`src/rtl/dseq_pkg.sv`:
```
package dseq_pkg;
  typedef enum logic {
    OP_PIX   = 1'b0,
    OP_CONST = 1'b1
  } op_e;

  typedef enum logic {
    ST_IDLE = 1'b0,
    ST_RUN  = 1'b1
  } st_e;

  localparam int unsigned EVT_ND  = 0;
  localparam int unsigned EVT_NL  = 1;
  localparam int unsigned EVT_EOL = 2;
  localparam int unsigned NUM_EVT = 3;
endpackage

```
`src/rtl/dseq_link_arb.sv`:
```
module dseq_link_arb #(
  parameter int ADDR_W = 4,
  parameter int PRIO_W = 2,
  parameter int NEVT   = 3,
  localparam int SEL_W = (NEVT > 1) ? $clog2(NEVT + 1) : 1
) (
  input  logic              clk,
  input  logic              rst,
  input  logic              lw_en,
  input  logic [SEL_W-1:0]  lw_sel,
  input  logic [ADDR_W-1:0] lw_addr,
  input  logic [PRIO_W-1:0] lw_prio,
  input  logic              lw_enable,
  input  logic [NEVT-1:0]   evt,
  output logic [NEVT-1:0]   grant,
  output logic              go,
  output logic [ADDR_W-1:0] start_addr
);
  logic [NEVT-1:0]   ent_en;
  logic [ADDR_W-1:0] ent_addr [NEVT];
  logic [PRIO_W-1:0] ent_prio [NEVT];

  for (genvar g = 0; g < NEVT; g++) begin : g_ent
    always_ff @(posedge clk) begin
      if (rst) begin
        ent_en[g] <= 1'b0;
      end else if (lw_en && (lw_sel == SEL_W'(g))) begin
        ent_en[g] <= lw_enable;
      end
    end

    always_ff @(posedge clk) begin
      if (lw_en && (lw_sel == SEL_W'(g))) begin
        ent_addr[g] <= lw_addr;
        ent_prio[g] <= lw_prio;
      end
    end
  end

  // Lower index wins ties because a later entry must be strictly larger.
  always_comb begin
    logic              found;
    logic [PRIO_W-1:0] best_p;
    grant      = '0;
    found      = 1'b0;
    best_p     = '0;
    start_addr = '0;
    for (int i = 0; i < NEVT; i++) begin
      if (evt[i] && ent_en[i] && (!found || (ent_prio[i] > best_p))) begin
        found      = 1'b1;
        best_p     = ent_prio[i];
        grant      = '0;
        grant[i]   = 1'b1;
        start_addr = ent_addr[i];
      end
    end
    go = found;
  end
endmodule

```
`src/rtl/dseq_tmpl_mem.sv`:
```
module dseq_tmpl_mem #(
  parameter int ADDR_W = 4,
  parameter int DATA_W = 24,
  localparam int DEPTH = 1 << ADDR_W
) (
  input  logic              clk,
  input  logic              wr_en,
  input  logic [ADDR_W-1:0] wr_addr,
  input  logic              wr_op,
  input  logic [DATA_W-1:0] wr_operand,
  input  logic              wr_stop,
  input  logic [ADDR_W-1:0] rd_addr,
  output logic              rd_op,
  output logic [DATA_W-1:0] rd_operand,
  output logic              rd_stop
);
  logic              m_op      [DEPTH];
  logic              m_stop    [DEPTH];
  logic [DATA_W-1:0] m_operand [DEPTH];

  always_ff @(posedge clk) begin
    if (wr_en) begin
      m_op[wr_addr]      <= wr_op;
      m_stop[wr_addr]    <= wr_stop;
      m_operand[wr_addr] <= wr_operand;
    end
  end

  assign rd_op      = m_op[rd_addr];
  assign rd_stop    = m_stop[rd_addr];
  assign rd_operand = m_operand[rd_addr];
endmodule

```
`src/rtl/dseq_engine.sv`:
```
module dseq_engine
  import dseq_pkg::*;
#(
  parameter int ADDR_W = 4,
  parameter int DATA_W = 24
) (
  input  logic              clk,
  input  logic              rst,
  input  logic              go,
  input  logic [ADDR_W-1:0] start_addr,
  input  logic              w_op,
  input  logic [DATA_W-1:0] w_operand,
  input  logic              w_stop,
  input  logic [DATA_W-1:0] pix_in,
  output logic [ADDR_W-1:0] pc,
  output logic              busy,
  output logic [DATA_W-1:0] bus_data,
  output logic              bus_valid
);
  st_e state;

  always_ff @(posedge clk) begin
    if (rst) begin
      state     <= ST_IDLE;
      pc        <= '0;
      bus_data  <= '0;
      bus_valid <= 1'b0;
    end else begin
      bus_valid <= 1'b0;
      unique case (state)
        ST_IDLE: begin
          if (go) begin
            pc    <= start_addr;
            state <= ST_RUN;
          end
        end
        ST_RUN: begin
          bus_valid <= 1'b1;
          bus_data  <= (op_e'(w_op) == OP_CONST) ? w_operand : pix_in;
          if (w_stop) begin
            state <= ST_IDLE;
          end else begin
            pc <= pc + 1'b1;
          end
        end
        default: state <= ST_IDLE;
      endcase
    end
  end

  assign busy = (state == ST_RUN);
endmodule

```
`src/rtl/disp_useq.sv`:
```
module disp_useq
  import dseq_pkg::*;
#(
  parameter int DATA_W = 24,
  parameter int ADDR_W = 4,
  parameter int PRIO_W = 2
) (
  input  logic              clk,
  input  logic              rst,
  input  logic              evt_nd,
  input  logic              evt_nl,
  input  logic              evt_eol,
  input  logic [DATA_W-1:0] pix_in,
  input  logic              tw_en,
  input  logic [ADDR_W-1:0] tw_addr,
  input  logic              tw_op,
  input  logic [DATA_W-1:0] tw_operand,
  input  logic              tw_stop,
  input  logic              lw_en,
  input  logic [1:0]        lw_sel,
  input  logic [ADDR_W-1:0] lw_addr,
  input  logic [PRIO_W-1:0] lw_prio,
  input  logic              lw_enable,
  output logic [DATA_W-1:0] bus_data,
  output logic              bus_valid,
  output logic              busy
);
  localparam int NEVT = NUM_EVT;

  logic [NEVT-1:0]   evt_vec;
  logic [NEVT-1:0]   arb_grant;
  logic              arb_go;
  logic [ADDR_W-1:0] arb_start;
  logic [ADDR_W-1:0] pc;
  logic              w_op;
  logic              w_stop;
  logic [DATA_W-1:0] w_operand;

  always_comb begin
    evt_vec          = '0;
    evt_vec[EVT_ND]  = evt_nd;
    evt_vec[EVT_NL]  = evt_nl;
    evt_vec[EVT_EOL] = evt_eol;
  end

  dseq_link_arb #(.ADDR_W(ADDR_W), .PRIO_W(PRIO_W), .NEVT(NEVT)) u_arb (
    .clk(clk), .rst(rst),
    .lw_en(lw_en), .lw_sel(lw_sel), .lw_addr(lw_addr),
    .lw_prio(lw_prio), .lw_enable(lw_enable),
    .evt(evt_vec), .grant(arb_grant), .go(arb_go), .start_addr(arb_start)
  );

  dseq_tmpl_mem #(.ADDR_W(ADDR_W), .DATA_W(DATA_W)) u_mem (
    .clk(clk),
    .wr_en(tw_en), .wr_addr(tw_addr), .wr_op(tw_op),
    .wr_operand(tw_operand), .wr_stop(tw_stop),
    .rd_addr(pc), .rd_op(w_op), .rd_operand(w_operand), .rd_stop(w_stop)
  );

  dseq_engine #(.ADDR_W(ADDR_W), .DATA_W(DATA_W)) u_eng (
    .clk(clk), .rst(rst),
    .go(arb_go), .start_addr(arb_start),
    .w_op(w_op), .w_operand(w_operand), .w_stop(w_stop),
    .pix_in(pix_in), .pc(pc), .busy(busy),
    .bus_data(bus_data), .bus_valid(bus_valid)
  );
endmodule

```
`config.mk`:
```
export PLATFORM = sky130hd
export DESIGN_NAME = disp_useq
export DESIGN_NICKNAME = d
export VERILOG_FILES = /design/src/rtl/dseq_pkg.sv /design/src/rtl/dseq_link_arb.sv /design/src/rtl/dseq_tmpl_mem.sv /design/src/rtl/dseq_engine.sv /design/src/rtl/disp_useq.sv
export SDC_FILE = /design/constraint.sdc
export NUM_CORES = 1
export LEC_CHECK = 0
export ABC_AREA = 1
export BUFFER_PORTS_ARGS = -buffer_cell sky130_fd_sc_hd__buf_2
export CAP_MARGIN = 20
export CORE_AREA = 2 2 296 298
export CTS_BUF_LIST = sky130_fd_sc_hd__clkbuf_8
export CTS_CLUSTER_DIAMETER = 60
export DETAILED_ROUTE_END_ITERATION = 6
export DIE_AREA = 0 0 298 300
export SYNTH_ARGS = -nofsm -noshare
export SYNTH_HDL_FRONTEND = slang
export SYNTH_SLANG_ARGS = --single-unit
```
`constraint.sdc`:
```
create_clock -name clk -period 3.2 [get_ports clk]
set_clock_uncertainty 0.05 [all_clocks]
set_input_delay 0.48 -clock clk [delete_from_list [all_inputs] [get_ports clk]]
set_output_delay 0.48 -clock clk [all_outputs]
set_load 0.01 [all_outputs]
```
==> qor.txt, run 1 <==
CTS tree - built
DRT Pass-1 Iters - 7
Final WL - 54300 µm
CTS buffer count - 79
Starting density of the core - 23.8%
Vias in the first global route - 13400
Remaining Overflow, GRT - 0
Power Density - 569 mW/mm²
Clk pwr share - 37.4%
Max_slew headroom - 26.0%
Wire per inst - 15.7 µm
I/O Buffers - 95
Drt drc - 0
IO Pins - 96
Status - finished, final reports clean
Die height - 300 µm
FF-to-FF setup slack - 420 ps
Max-cap violations - 0
CTS root buffer - clkbuf_8
Fin worst setup slack - 418 ps
First-pass GRT wire length - 81400 µm
Clk buf depth - 3
Total Routing Usage GR - 12.0%
CP required - 3690 ps
Syn Area/Cell - 9.77 µm²
Synthesized flop and latch total - 471
Register area - 0.0138 mm²
Post-layout min period - 2780 ps
Most frequent cell after synthesis - nand2_1
Pins Over Slew Limit - 0
# clock sinks - 471
Setup violators final - 0
Multi-input logic area - 0.00490 mm²
Clock transition at the registers of the reported paths - 60 ps
Worst Hold Class - in -> reg
Post-DP HPWL - 29700 µm
Tightest Pin Transition - 1110 ps
Syn nets - 2178
Hold violation total from the final report - 0
Pre-CTS WS - 102 ps
Setup TNS - 0 ps
Worst Setup End Kind - flop
Row count - 108
Comb pwr share - 12.0%
Fin area - 0.0241 mm²
Hold slack - 63.9 ps
Maximum vdd ir drop - 0.000286 V
Sequential area share after synthesis - 67.0%
Placed inst area - 0.0226 mm²
Leak - 0.0104 µW
Post-DRT Antenna Nets - 0
Skew-Pair Late Insertion Delay - 650 ps
Total number of vias - 14100
Crit path kind - reg -> reg
Distinct cell type count after synthesis - 23
Largest fanout on the critical path - 8
Post-synth top area cell - edfxtp_1
Final core occ - 28.0%
Die ar. - 0.0894 mm²
Vias per cell - 4.10
Die Wd - 298 µm
Sequential share of power - 50.6%
P_sw - 3660 µW
Commonest cells post-synth - nand2_1 (687), edfxtp_1 (434), inv_1 (413), nand3_1 (348), buf_2 (51)
Mapped cell area - 0.0206 mm²
Switching part of the total - 26.7%
Startpoint types - flop
Post-synth EDFFs - 434
Fmax - 359 MHz
Nets - 2309
Top cell type's share of synthesized area - 63.4%
Core Area - 0.0862 mm²
Ys Warns - 0
Synth-to-layout area growth - 17.3%
Setup Fix Bufs, Post-CTS - 0
Area contributors post-synth - edfxtp_1 (63%), nand2_1 (13%), nand3_1 (8.5%), inv_1 (7.5%), dfxtp_1 (3.6%)
Fraction of registers with async set/reset - 0%
Syn Inst Count - 2103
Placer congestion estimate - 0.765
Worst Path Arrival - 3280 ps
Largest net degree at the start of global routing - 92
FILL cells - 9074
Initial antenna violation count - 11
Internal - 10100 µW
DRT iter0 DRCs - 1232
Htree depth - 3
Final Cycle Share - 86.9%
RSZ-0062 raised after global routing - false
Post-synth top flop - edfxtp_1
Share of cells above drive strength 1 - 11.7%
[registers in the layout, indices dropped and copies added, names as in the netlist, named ones only]
signal	cells
u_eng.busy	1
u_arb.ent_addr	12
u_eng.bus_valid	1
u_arb.ent_prio	6
u_arb.ent_en	3
u_mem.m_op	16
u_eng.pc	4
u_mem.m_stop	16
u_eng.bus_data	24
u_mem.m_operand	384
[kinds of logic after synthesis]
| logic type | count (synthesis) | share of synthesized area (%) |
|---|---|---|
| xor+xnor | 1 | 0.0426 |
| compound gates | 38 | 0.937 |
| buf+inv | 514 | 9.77 |
| fa+ha+maj | 5 | 0.304 |
| simple gates | 1074 | 21.9 |
| flops | 471 | 67.0 |
[critical path, cell delays in order, from the launching register on]
cell	delay, ps
dfxtp_1	320
nand2_1	70
inv_1	110
nand2_1	90
ha_1	310
inv_1	50
o21bai_1	120
nand2_1	60
nand2_1	100
nand2_2	110
nand2_1	70
o21ai_1	60
ha_1	290
inv_1	60
nor2_1	30
o21ai_0	140
nand2_1	150
nand2_2	120
nand3_1	80
nand2_1	60
nand2_1	40
o21ai_0	190
[area by class of cell]
class	count	share of cell area (%)
clock buffers	82	4.68
multi-input cells	1118	20.3
inverters	416	6.50
diodes	3	0.0311
clock inverters	58	1.46
flip-flops and latches	471	57.2
well taps	1155	5.99
repair buffers	148	3.84
[through the flow]
step | power [µW] | cells
5_1_grt | 14300 | 3450
4_1_cts | 13900 | 3448
3_3_place_gp | 8700 | 3302
2_1_floorplan | 8080 | 2103
3_5_place_dp | 8720 | 3302
6_report | 13700 | 3451
[path summary, 6_finish.rpt]
path                      startpoint                 end  depth (start not counted)
setup / recovery     u_arb.ent_en[0]                flop                         21
hold / removal             lw_enable     u_arb.ent_en[1]                          3
setup reg to reg     u_arb.ent_en[0]                flop                         21
hold reg to reg   u_eng.bus_data[15]  u_eng.bus_data[15]                          2
[layer usage]
layer  share of wire, %  up-vias  track usage (%)
li1                   -     6973                -
met1                 46     6594             16.7
met2                 45      479             18.6
met3                7.3       98             2.53
met4                2.3        4             3.80
met5              0.050        -                0
[power groups by stage]
stage / registers [µW] / logic, µW / clock network, µW
after floorplan: 7070 / 1020 / 0
after global placement: 7070 / 1620 / 0
after detailed placement: 7070 / 1640 / 0
after CTS: 6950 / 1650 / 5260
after global routing: 6960 / 1850 / 5510
final: 6950 / 1650 / 5130
[placed cells by master, fill, tap and decap left out, drive strengths merged]
| cell | Yosys | routed |
|---|---|---|
| inv | 414 | 439 |
| dlygate4sd3 | 0 | 6 |
| clkinv | 2 | 29 |
| or2 | 3 | 3 |
| ha | 5 | 5 |
| bufinv | 0 | 4 |
| clkbuf | 33 | 82 |
| diode | 0 | 3 |
| xnor2 | 1 | 1 |
| o21ai | 9 | 9 |
| nand3b | 5 | 5 |
| nand4 | 1 | 1 |
| edfxtp | 434 | 434 |
| nor2 | 26 | 26 |
| nand3 | 350 | 350 |
| dfxtp | 37 | 37 |
| nand2 | 687 | 687 |
| clkinvlp | 0 | 2 |
| nor3 | 2 | 2 |
| a21oi | 28 | 28 |
| buf | 65 | 142 |
| o21bai | 1 | 1 |
[repair_timing]
item | 4_1_cts | 5_1_grt
endpoints found under the hold margin | 18 | 0
resized for setup | 0 | 4
hold buffers | 6 | 0
setup endpoints to repair | 0 | 8
Note: power is estimated with default switching activity, not from simulation.
==> inputs of run 2 (changes only) <==
- CORE_AREA: 2 2 296 298 -> 2 2 294 296
- DIE_AREA: 0 0 298 300 -> 0 0 296 298
- SLEW_MARGIN: unset -> 15
- SYNTH_HIERARCHICAL: unset -> 1
==> qor.txt, run 2 <==
Max FFs per register - 384 (unchanged)
Syn nets - 2057 (-5.6%)
Vias per cell - 4.16 (+1.4%)
Synth-to-layout area growth - 17.8%
Syn Area/Cell - 10.2 µm² (+4.2%)
Placed Cells incl. Taps - 3159 (-4.3%)
Final WL - 54500 µm (+0.46%)
FF-to-FF setup slack - 550 ps (+140 ps)
Worst Path Arrival - 3120 ps (-160 ps)
CTS buffer count - 78 (-1.3%)
Ys Warns - 6 (+6)
Htree depth - 3 (unchanged)
Share of cells above drive strength 1 - 12.3% (+0.65 points)
Largest fanout on the critical path - 8 (unchanged)
Startpoint types - flop
Fmax - 378 MHz (+5.1%)
Max-cap violations - 0 (unchanged)
Status - finished, final reports clean
Post-DP HPWL - 29500 µm (-0.81%)
Total Routing Usage GR - 12.2% (+0.27 points)
CP required - 3680 ps (about the same)
Syn Inst Count - 1982 (-5.8%)
PnR Total Power - 13100 µW (-4.7%)
Worst Setup End Kind - flop
Top reg by flops - u_mem/m_operand
Power Density - 550 mW/mm² (-3.4%)
DRT iter0 DRCs - 823 (-33%)
Placer congestion estimate - 0.759 (-0.69%)
First-pass GRT wire length - 80900 µm (-0.69%)
Commonest non-fill, non-tap cells in the layout - nand2_1 (614), edfxtp_1 (434), inv_1 (365)
Most common cell after layout, fill and taps aside - nand2_1
Setup TNS - 0 ps (unchanged)
Worst Hold Class - in -> reg
Filler-free cell count of the finished design - 3328 (-3.6%)
Die height - 298 µm (-0.67%)
GRT Max-Usage Layer - met2
Vias in the first global route - 13200 (-1.9%)
FILL cells - 8871 (-2.2%)
Met3 Use GR - 2.86% (+0.34 points)
Nets - 2194 (-5.0%)
Slowest CP cell - dfxtp_1
# clock sinks - 467 (-0.85%)
CTS tree - built
Row count - 107 (-0.93%)
RSZ-0062 raised after global routing - false
CTS root buffer - clkbuf_8
Largest net degree at the start of global routing - 151 (+64%)
Clock transition at the registers of the reported paths - 60 ps (about the same)
Post-CTS resize count - 0 (unchanged)
Hold Buf Count CTS - 24 (+18)
Core Area - 0.0849 mm² (-1.5%)
Clk buf depth - 3 (unchanged)
M2 GR Usage - 21.3% (+2.7 points)
Mapped cell area - 0.0202 mm² (-1.8%)
Post-layout min period - 2650 ps (-135 ps)
Tightest Pin Transition - 998 ps (-112 ps)
Crit-path leading delay family - simple AND/OR/NAND/NOR gates
Crit path kind - reg -> reg
Starting density of the core - 23.8% (-0.066 points)
Die ar. - 0.0882 mm² (-1.3%)
Final core occ - 28.0% (+0.050 points)
Crit-path cells - nand2_2 > inv_4 > nand2_1 > ha_1 > nand2_1 > nand2_2 > nand2_2 > nand2_4 > nand2_8 > nand2_1 > o21ai_1 > ha_1 > inv_1 > nor2_1 > o21ai_2 > nand2_2 > nand2_4 > clkinv_4 > nand2_1 > nand2_1 > nand2_1 > o21ai_0 > nor2_1 > nor2_1
Pins Over Slew Limit - 0 (unchanged)
Grt met1 use - 14.5% (-2.2 points)
Initial antenna violation count - 16 (+5)
Most used cell, CP - nand2_1
Crit path buf inv count - 3 (unchanged)
Remaining Overflow, GRT - 0 (unchanged)
Total number of vias - 13800 (-2.2%)
Max_slew headroom - 33.5% (+7.5 points)
Drt drc - 0 (unchanged)
Wire per inst - 16.4 µm (+4.2%)
Leak - 0.00999 µW (-4.3%)
Skew-Pair Late Insertion Delay - 660 ps (about the same)
Post-DRT Antenna Nets - 0 (unchanged)
I/O Buffers - 95 (unchanged)
Hold violation total from the final report - 0 (unchanged)
Final Cycle Share - 82.7% (-4.2 points)
Setup Fix Bufs, Post-CTS - 0 (unchanged)
Top flop regs - u_mem/m_operand: 384 flops, u_eng/bus_data: 24 flops
DRT Pass-1 Iters - 5 (-2)
Setup violators final - 0 (unchanged)
Die Wd - 296 µm (-0.67%)
Worst path max stage delay - 350 ps (+30 ps)
IO Pins - 96 (unchanged)
Maximum vdd ir drop - 0.000238 V (-17%)
run 2: final timing paths:
| path | from | cells past startpoint | end |
|---|---|---|---|
| worst max-delay path | u_arb/ent_en[0] | 24 | u_eng/pc[0] |
| worst min-delay path | pix_in[10] | 3 | u_eng/bus_data[10] |
| worst max register to register | u_arb/ent_en[0] | 24 | u_eng/pc[0] |
| worst min register to register | u_arb/ent_en[2] | 2 | u_arb/ent_en[2] |
run 2: power breakdown:
part / switching [µW] / leakage (µW) / total, µW / internal [µW]
registers: 51.0 / 0.00419 / 6870 / 6820
logic: 879 / 0.00494 / 1240 / 357
clock network: 2400 / 0.000856 / 4980 / 2570
total: 3330 / 0.00999 / 13100 / 9740
run 2: layer usage:
layer / wire [µm] / part of all wire [%] / up-vias
met5: 112 / 0.21 / -
met2: 27200 / 50 / 449
met4: 1490 / 2.7 / 18
met1: 21700 / 40 / 6531
li1: - / - / 6717
met3: 3950 / 7.2 / 118
run 2: stage by stage:
| stage | worst slack (ps) | hold slack (ps) | instance area, µm² |
|---|---|---|---|
| final | 553 | 47.7 | 23800 |
| after global routing | 281 | 35.2 | 23800 |
| after CTS | 536 | 0.485 | 23800 |
| after detailed placement | 319 | 413 | 22100 |
| after global placement | 313 | 413 | 22100 |
| after floorplan | 611 | 389 | 20200 |
run 2: worst reg2reg max path: cells and delay by family, from the launching register on:
family | cells | cell delay [ps]
flip-flops | 1 | 350
AND/OR/NAND/NOR | 16 | 1090
adder cells (fa/ha/maj) | 2 | 580
AO/OA/AOI/OAI | 3 | 250
buffers and inverters | 3 | 220
run 2: final cells by class:
class	instances	area, µm²	area share, %
diodes	3	7.51	0.0316
flip-flops and latches	467	13700	57.6
repair buffers	154	1080	4.54
well taps	1144	1430	6.02
inverters	346	1310	5.52
multi-input cells	1072	4780	20.1
clock buffers	86	1180	4.98
clock inverters	56	283	1.19
==> inputs of run 3 (changes only) <==
- ABC_AREA: 1 -> 0
- CORE_AREA: 2 2 294 296 -> 2 2 279 281
- DIE_AREA: 0 0 296 298 -> 0 0 281 283
- clock period: 3.2 -> 2.46 ns (I/O delays scaled with it)
==> qor.txt, run 3 <==
Core Area - 0.0767 mm² (-9.6%)
Max-cap violations - 0 (unchanged)
Worst path max stage delay - 340 ps (about the same)
Crit-path cells - and2_4 > nand2_4 > ha_4 > nor2b_4 > o2111a_1 > nor3_2 > a21oi_1 > ha_1 > nor2b_4 > o21ai_4 > a21o_4 > a31oi_1 > a211oi_1 > a211oi_1
Syn Inst Count - 871 (-56%)
Top reg by flops - u_mem/m_operand
Crit-path leading delay family - compound AO/OA/AOI/OAI gates
Htree depth - 3 (unchanged)
Clock transition at the registers of the reported paths - 60 ps (about the same)
Setup violators final - 4 (+4)
Die ar. - 0.0795 mm² (-9.8%)
Top flop regs - u_mem/m_operand: 384 flops, u_eng/bus_data: 24 flops
Hold violation total from the final report - 0 (unchanged)
Status - complete, but fails checks
DRT iter0 DRCs - 558 (-32%)
Vias per cell - 4.30 (+3.4%)
Synth-to-layout area growth - 20.6%
Row count - 102 (-4.7%)
Share of cells above drive strength 1 - 31.7% (+19 points)
Max FFs per register - 384 (unchanged)
Worst Hold Class - in -> reg
Wire per inst - 19.9 µm (+22%)
Syn nets - 946 (-54%)
Pins Over Slew Limit - 0 (unchanged)
Slowest CP cell - dfxtp_2
Tightest Pin Transition - 769 ps (-229 ps)
DRT Pass-1 Iters - 5 (unchanged)
Placer congestion estimate - 0.739 (-2.6%)
First-pass GRT wire length - 62900 µm (-22%)
Final Cycle Share - 114% (+32 points)
Fmax - 355 MHz (-6.0%)
Most common cell after layout, fill and taps aside - edfxtp_1
CTS tree - built
CP required - 2860 ps (-820 ps)
Clk buf depth - 3 (unchanged)
Initial antenna violation count - 13 (-3)
Remaining Overflow, GRT - 0 (unchanged)
Filler-free cell count of the finished design - 2145 (-36%)
IO Pins - 96 (unchanged)
PnR Total Power - 16100 µW (+23%)
Ys Warns - 6 (unchanged)
Mapped cell area - 0.0182 mm² (-9.7%)
Skew-Pair Late Insertion Delay - 630 ps (-30 ps)
Total Routing Usage GR - 10.7% (-1.5 points)
Largest net degree at the start of global routing - 34 (-77%)
Vias in the first global route - 9808 (-26%)
Crit path buf inv count - 0 (-3)
Largest fanout on the critical path - 5 (-3)
Die Wd - 281 µm (-5.1%)
CTS root buffer - clkbuf_8
Placed Cells incl. Taps - 2005 (-37%)
Power Density - 732 mW/mm² (+33%)
RSZ-0062 raised after global routing - true
Leak - 0.00701 µW (-30%)
Worst Path Arrival - 3210 ps (+90 ps)
Failing checks - setup timing
Max_slew headroom - 48.7% (+15 points)
I/O Buffers - 95 (unchanged)
Crit path kind - reg -> reg
Syn Area/Cell - 20.9 µm² (+110%)
Total number of vias - 9221 (-33%)
Post-layout min period - 2820 ps (+168 ps)
Maximum vdd ir drop - 0.000326 V (+37%)
# clock sinks - 467 (unchanged)
Final WL - 42700 µm (-22%)
Startpoint types - flop
Worst Setup End Kind - flop
Die height - 283 µm (-5.0%)
Starting density of the core - 23.8% (about the same)
Commonest non-fill, non-tap cells in the layout - edfxtp_1 (434), buf_2 (95), clkbuf_8 (73)
Fin worst setup slack - -355 ps (-908 ps)
Post-DRT Antenna Nets - 0 (unchanged)
CTS buffer count - 73 (-6.4%)
Drt drc - 0 (unchanged)
Post-DP HPWL - 24700 µm (-16%)
Nets - 1123 (-49%)
run 3: metrics by stage:
step | utilization, % | TNS, ps | cell area (µm²) | setup slack [ps] | hold WS (ps)
6_report | 28.7 | -1410 | 22000 | -355 | 52.4
5_1_grt | 28.7 | -2100 | 22000 | -539 | 20.4
4_1_cts | 28.6 | -1500 | 22000 | -385 | 3.03
3_5_place_dp | 26.7 | -2090 | 20500 | -556 | 426
3_3_place_gp | 26.7 | -1860 | 20500 | -471 | 420
2_1_floorplan | - | -1880 | 18300 | -337 | 391
run 3: worst paths after layout:
path         slack [ps]            endpoint                from  cells after the start
max                -360         u_eng/pc[3]     u_arb/ent_en[0]                     14
max reg2reg        -360         u_eng/pc[3]     u_arb/ent_en[0]                     14
min                  50  u_eng/bus_data[11]          pix_in[11]                      3
min reg2reg         430  u_eng/bus_data[17]  u_eng/bus_data[17]                      2
run 3: layout make-up:
cell class | instances | area [µm²]
Sequential cell | 467 | 13700
Multi-Input combinational cell | 352 | 4380
Clock buffer | 73 | 1000
Timing Repair Buffer | 151 | 1240
Inverter | 3 | 11.3
Clock inverter | 58 | 343
Antenna cell | 1 | 2.50
Fill cell | 7515 | 54700
Tap cell | 1040 | 1300
run 3: timing repair:
action | in CTS | in global routing
pin swaps | 9 | 4
setup endpoints to repair | 4 | 4
hold endpoints to repair | 21 | 0
resized for setup | 7 | 1
hold buffers | 7 | 0
setup buffers | 1 | 0
run 3: power breakdown:
part	internal (µW)	switching, µW
clock network	3120	2960
logic	468	623
registers	8860	66.1
run 3: tightest hold or removal path, cell delays in order:
cell and delay [ps]:
buf_2 100, mux2i_1 110, a211oi_1 80
run 3: layer usage:
layer,wire length (µm),vias up,GRT usage (%)
li1,-,4040,-
met1,17700,4823,13.2
met2,20900,250,17.9
met3,3180,84,3.69
met4,731,24,2.87
met5,135,-,0
